[config.mk]
export PLATFORM = sky130hd
export DESIGN_NAME = edge_capture_unit
export DESIGN_NICKNAME = d
export VERILOG_FILES = /design/src/rtl/ecap_pkg.sv /design/src/rtl/ecap_sync.sv /design/src/rtl/ecap_edge_detect.sv /design/src/rtl/ecap_stack.sv /design/src/rtl/edge_capture_unit.sv
export SDC_FILE = /design/constraint.sdc
export NUM_CORES = 1
export LEC_CHECK = 0
export ABC_AREA = 1
export BUFFER_PORTS_ARGS = -buffer_cell sky130_fd_sc_hd__buf_2
export CAP_MARGIN = 0
export CORE_AREA = 2 2 89 57
export CTS_CLUSTER_DIAMETER = 100
export DETAILED_ROUTE_END_ITERATION = 6
export DIE_AREA = 0 0 91 59
export PLACE_DENSITY = 0.75
export RECOVER_POWER = 25
export SYNTH_ARGS = -nofsm -noshare
export SYNTH_HDL_FRONTEND = slang
export SYNTH_SLANG_ARGS = --single-unit
[constraint.sdc]
create_clock -name clk -period 2.3 [get_ports clk]
set_clock_uncertainty 0.2 [all_clocks]
set_input_delay 0.23 -clock clk [delete_from_list [all_inputs] [get_ports clk]]
set_output_delay 0.23 -clock clk [all_outputs]
set_load 0.03 [all_outputs]
[src/rtl/ecap_pkg.sv]
package ecap_pkg;
  localparam int unsigned STAMP_W = 16;

  typedef enum logic [1:0] {
    EDGE_NONE = 2'b00,
    EDGE_RISE = 2'b01,
    EDGE_FALL = 2'b10,
    EDGE_BOTH = 2'b11
  } edge_mode_e;

  localparam logic [1:0] ST_EMPTY = 2'b00;
  localparam logic [1:0] ST_ONE   = 2'b01;
  localparam logic [1:0] ST_TWO   = 2'b10;
  localparam logic [1:0] ST_LOST  = 2'b11;
endpackage

[src/rtl/ecap_sync.sv]
module ecap_sync #(
  parameter int unsigned STAGES = 2
) (
  input  logic clk,
  input  logic rst_n,
  input  logic async_i,
  output logic sync_o
);
  logic [STAGES-1:0] chain_q;

  generate
    for (genvar s = 0; s < STAGES; s++) begin : g_stage
      if (s == 0) begin : g_first
        always_ff @(posedge clk or negedge rst_n) begin
          if (!rst_n) chain_q[0] <= 1'b0;
          else        chain_q[0] <= async_i;
        end
      end else begin : g_next
        always_ff @(posedge clk or negedge rst_n) begin
          if (!rst_n) chain_q[s] <= 1'b0;
          else        chain_q[s] <= chain_q[s-1];
        end
      end
    end
  endgenerate

  assign sync_o = chain_q[STAGES-1];
endmodule

[src/rtl/ecap_edge_detect.sv]
module ecap_edge_detect
  import ecap_pkg::*;
(
  input  logic       clk,
  input  logic       rst_n,
  input  logic       level_i,
  input  logic       en_i,
  input  logic [1:0] mode_i,
  output logic       hit_o
);
  logic prev_q;
  logic rise, fall;

  always_ff @(posedge clk or negedge rst_n) begin
    if (!rst_n) prev_q <= 1'b0;
    else        prev_q <= level_i;
  end

  assign rise = level_i & ~prev_q;
  assign fall = ~level_i & prev_q;

  always_comb begin
    hit_o = 1'b0;
    if (en_i) begin
      unique case (edge_mode_e'(mode_i))
        EDGE_RISE: hit_o = rise;
        EDGE_FALL: hit_o = fall;
        EDGE_BOTH: hit_o = rise | fall;
        default:   hit_o = 1'b0;
      endcase
    end
  end

  AST_NONE_NO_HIT: assert property (@(posedge clk) disable iff (!rst_n)
    (mode_i == 2'b00) |-> !hit_o);
  AST_HIT_NEEDS_CHANGE: assert property (@(posedge clk) disable iff (!rst_n)
    hit_o |-> (level_i != prev_q));
endmodule

[src/rtl/ecap_stack.sv]
module ecap_stack
  import ecap_pkg::*;
#(
  parameter int unsigned W = STAMP_W
) (
  input  logic         clk,
  input  logic         rst_n,
  input  logic         push_i,
  input  logic [W-1:0] push_data_i,
  input  logic         ready_i,
  output logic         valid_o,
  output logic [W-1:0] data_o,
  output logic [1:0]   status_o
);
  logic [W-1:0] top_q, bot_q, top_d, bot_d;
  logic [1:0]   cnt_q, cnt_d;
  logic         lost_q, lost_d;
  logic         pop_fire;

  assign pop_fire = ready_i && (cnt_q != 2'd0);

  always_comb begin
    top_d  = top_q;
    bot_d  = bot_q;
    cnt_d  = cnt_q;
    lost_d = lost_q;
    unique case (cnt_q)
      2'd0: begin
        if (push_i) begin
          top_d = push_data_i;
          cnt_d = 2'd1;
        end
      end
      2'd1: begin
        if (pop_fire && push_i) begin
          top_d = push_data_i;
        end else if (pop_fire) begin
          cnt_d = 2'd0;
        end else if (push_i) begin
          bot_d = push_data_i;
          cnt_d = 2'd2;
        end
      end
      default: begin
        if (pop_fire && push_i) begin
          top_d  = bot_q;
          bot_d  = push_data_i;
          lost_d = 1'b0;
        end else if (pop_fire) begin
          top_d  = bot_q;
          cnt_d  = 2'd1;
          lost_d = 1'b0;
        end else if (push_i) begin
          top_d  = bot_q;
          bot_d  = push_data_i;
          lost_d = 1'b1;
        end
      end
    endcase
  end

  always_ff @(posedge clk or negedge rst_n) begin
    if (!rst_n) begin
      top_q  <= '0;
      bot_q  <= '0;
      cnt_q  <= 2'd0;
      lost_q <= 1'b0;
    end else begin
      top_q  <= top_d;
      bot_q  <= bot_d;
      cnt_q  <= cnt_d;
      lost_q <= lost_d;
    end
  end

  always_comb begin
    unique case (cnt_q)
      2'd0:    status_o = ST_EMPTY;
      2'd1:    status_o = ST_ONE;
      default: status_o = lost_q ? ST_LOST : ST_TWO;
    endcase
  end

  assign valid_o = (cnt_q != 2'd0);
  assign data_o  = top_q;

  AST_EMPTY_HOLDS: assert property (@(posedge clk) disable iff (!rst_n)
    (!valid_o && !push_i) |=> ($stable(data_o) && status_o == ST_EMPTY));
  AST_LOSS_FROM_FULL: assert property (@(posedge clk) disable iff (!rst_n)
    (status_o == ST_LOST) |-> ($past(status_o) == ST_TWO || $past(status_o) == ST_LOST));
  AST_POP_CLEARS_LOSS: assert property (@(posedge clk) disable iff (!rst_n)
    (status_o == ST_LOST && ready_i && !push_i) |=> (status_o == ST_ONE));
  AST_PROMOTE: assert property (@(posedge clk) disable iff (!rst_n)
    (status_o == ST_TWO && ready_i && !push_i) |=> (data_o == $past(bot_q)));
  AST_BOTH_FROM_FULL: assert property (@(posedge clk) disable iff (!rst_n)
    (cnt_q == 2'd2 && ready_i && push_i) |=> (status_o == ST_TWO && data_o == $past(bot_q)));
endmodule

[src/rtl/edge_capture_unit.sv]
module edge_capture_unit
  import ecap_pkg::*;
#(
  parameter int unsigned W           = STAMP_W,
  parameter int unsigned SYNC_STAGES = 2
) (
  input  logic         clk,
  input  logic         rst_n,
  input  logic         pin_i,
  input  logic         cap_en_i,
  input  logic [1:0]   edge_mode_i,
  input  logic         tbase_sel_i,
  input  logic [W-1:0] tmr_a_i,
  input  logic [W-1:0] tmr_b_i,
  output logic         pop_valid_o,
  input  logic         pop_ready_i,
  output logic [W-1:0] pop_data_o,
  output logic [1:0]   status_o,
  output logic         cap_evt_o
);
  logic         pin_sync;
  logic         hit;
  logic [W-1:0] stamp;

  ecap_sync #(.STAGES(SYNC_STAGES)) u_sync (
    .clk     (clk),
    .rst_n   (rst_n),
    .async_i (pin_i),
    .sync_o  (pin_sync)
  );

  ecap_edge_detect u_edge (
    .clk     (clk),
    .rst_n   (rst_n),
    .level_i (pin_sync),
    .en_i    (cap_en_i),
    .mode_i  (edge_mode_i),
    .hit_o   (hit)
  );

  assign stamp = tbase_sel_i ? tmr_b_i : tmr_a_i;

  ecap_stack #(.W(W)) u_stack (
    .clk         (clk),
    .rst_n       (rst_n),
    .push_i      (hit),
    .push_data_i (stamp),
    .ready_i     (pop_ready_i),
    .valid_o     (pop_valid_o),
    .data_o      (pop_data_o),
    .status_o    (status_o)
  );

  always_ff @(posedge clk or negedge rst_n) begin
    if (!rst_n) cap_evt_o <= 1'b0;
    else        cap_evt_o <= hit;
  end

  AST_DISABLED_NO_CAP: assert property (@(posedge clk) disable iff (!rst_n)
    !cap_en_i |=> !cap_evt_o);
  AST_VALID_MATCHES_STATUS: assert property (@(posedge clk) disable iff (!rst_n)
    pop_valid_o == (status_o != ST_EMPTY));
  AST_EVT_PUSH_STAMP: assert property (@(posedge clk) disable iff (!rst_n)
    (hit && !pop_valid_o) |=> (cap_evt_o && pop_data_o == $past(stamp)));
endmodule

==> metrics.cfg <==
[critical_path]
rrSetupSlack_ns=0.36
path_max_fanout=17
timing.rr.end=u_stack.data_o[14]
reg2reg_from=u_sync.sync_o
crit_type=reg2reg
startpoint_type=flop
cp.required_ns=2.29
critPathCaptureType=flop
reg2reg_depth=10
crit_arrival_ns=1.93

[timing]
rsz0062_at_grt=false
worst_pin_slew_ns=0.985
slew_viol_final=0
setup_violations=0
min_period_over_period_pct=84.4
finalHoldViolCount=0
tns_ns=0
period_minus_slack_ns=1.94
clock.fmax_ghz=0.515
slew_headroom_pct=34.3
worst_slack_ns=0.360

[drt]
viasPerCell=4.87
vias=2029
dr.pass1.iters=5
wl_per_cell_um=12.3
drt-initial-drc-count=114
ant_nets=0
remaining_drc_errors=0
routed_wl_um=5130

[cts]
cts_resized=0
cts_sinks=39
clkLatencyLatePin_ns=0.29
cts_tree=done
cts-root-buf=clkbuf_8
numCtsBuffers=5
clk_pin_slew_ns=0.08
cts_max_level=2
cts_buffer_depth=2

[synth]
syn_nets=340
ys_warn_count=0
ys_ff_latch=39
synth_compound_area_share_pct=12.4
synth_area_sq_um=2200
synth.avg_cell_area_sq_um=7.40
synth_xor_area_share_pct=0
synth_top_family_by_area=simple AND/OR/NAND/NOR gates
synth_fa_ha_area_share_pct=1.14
synthMuxAreaShare_pct=0
postSynthCellCount=298
ys_seq_area_share_pct=44.3
yosys.area_share.simple_pct=30.2
yosysUniqueCellTypes=22

[hold_path]
min_from=tmr_a_i[3]
hold_depth=3
hold_end=u_stack.bot_q[3]
hold_path.class=in2reg

[finish]
drive_gt1_share_pct=19.8
fin_cells=417
area_growth_pct=19.9
finalInstanceArea_sq_um=2640
n_antenna_cell=0
fill_cells=442
final_nets=395

[floorplanning]
chipWidth_um=91
die_h_um=59
die-area_sq_um=5370
io_pins=60
core_region_area_sq_um=4470
start_util_pct=49.3
placement_rows=19

[global_route]
grt.met2_usage_pct=32.9
grt_busiest_layer=met2
grt_use_met1_pct=28.1
antenna_found_initial=0
first_global_vias=1872
grt_pass1_wl_um=8540
grt_use_met3_pct=4.83
grt_max_degree=40
grt_usage_pct=20.3
grt_overflow=0

[status]
status=complete, no violations

[flow_run]
maxCapViolCount=0

[placement]
io_buffers=59
routabilityCongestion=0.794
pre_cts_ws_ns=0.361
dp_hpwl_um=3600
dpl_cell_area_sq_um=2510
dp.cells=407

[power]
vdd_ir_drop_max_v=0.000744
power.density_nw_per_um2=1240
total_leakage_power_uw=0.00147

critical path, stage by stage, from the launching register on:
cell,delay [ns]
dfrtp_1,0.37
inv_1,0.05
ha_1,0.28
inv_1,0.06
nand2_1,0.04
nand3_1,0.18
nand2_2,0.13
nand2_4,0.20
nand2_4,0.16
nand2_1,0.10
nand2_1,0.05
final cells by class:
class,count,area (sq um),share of cell area (%)
Clock buffer,5,68.8,2.60
Clock inverter,3,67.6,2.56
Inverter,42,158,5.96
Multi-Input combinational cell,199,963,36.4
Sequential cell,39,976,36.9
Tap cell,63,78.8,2.98
Timing Repair Buffer,66,332,12.5
per-layer routing:
layer  vias up  routed length (um)
met3         5                 393
met2        67                2130
met4         0                  25
li1       1047                   -
met5         -                   0
met1       910                2570
flip-flops by register name, indices dropped and copies added (netlist names), named ones only:
name,flops
cap_evt_o,1
u_edge.prev_q,1
u_stack.bot_q,15
u_stack.cnt_q,2
u_stack.data_o,16
u_stack.lost_q,1
u_sync.chain_q,1
u_sync.sync_o,1
repair_timing:
item | CTS | global route
hold endpoints to repair | 40 | 0
hold buffers | 2 | 0
setup buffers | 0 | 0
how the worst max path moves through the flow:
stage,startpoint,end
after CTS,u_sync.sync_o,u_stack.data_o[14]
after detailed placement,u_sync.sync_o,u_stack.data_o[14]
after global routing,u_edge.prev_q,u_stack.data_o[2]
after global placement,u_edge.prev_q,u_stack.data_o[0]
final,u_sync.sync_o,u_stack.data_o[14]
after floorplan,u_sync.sync_o,u_stack.bot_q[13]
through the flow:
step           utilization [%]  hold slack (ns)  total power, uW
3_5_place_dp              56.1            0.140             2640
5_1_grt                   59.2           0.0747             3540
2_1_floorplan                -           -0.266             2240
3_3_place_gp              56.1            0.135             2610
4_1_cts                   59.6           0.0638             3330
6_report                  59.2           0.0569             3280
logic make-up after synthesis:
kind of cell	count (synthesis)
simple gates	156
buf+inv	60
compound gates	41
flops	39
fa+ha+maj	2
synthesized netlist by cell type (all sizes together):
cell / instances / area share, %
ha: 2 / 1.1
dfrtp: 39 / 44
o211ai: 13 / 4.4
inv: 42 / 7.2
nand4: 7 / 2.0
nand3: 24 / 6.0
nor2: 3 / 0.51
a21boi: 2 / 0.85
a21oi: 2 / 0.45
clkbuf: 5 / 0.85
buf: 13 / 4.0
o21ai: 24 / 6.6
nand2: 122 / 22
placed cells by master (no fill, tap or decap):
master         instances
dlygate4sd3_1          2
o21ai_2                7
nand2_2                2
o211ai_1              13
dfrtp_1               39
nand4_1                7
inv_1                 40
bufinv_16              2
buf_2                 41
clkbuf_1              17
nand2_1              118
nand2_4                2
clkinvlp_4             1
clkbuf_8               5
clkbuf_2               1
o21ai_0               16
ha_1                   2
buf_4                  5
a21oi_1                2
a21boi_0               1
nand3_1               23
nand3_4                1
o21ai_1                1
a21boi_2               1
inv_2                  2
nor2_1                 3
where the power goes:
group / switching (uW) / internal, uW
sequential: 194 / 974
combinational: 1020 / 413
clock: 253 / 433
No activity file was read; power rests on OpenSTA's default activity.
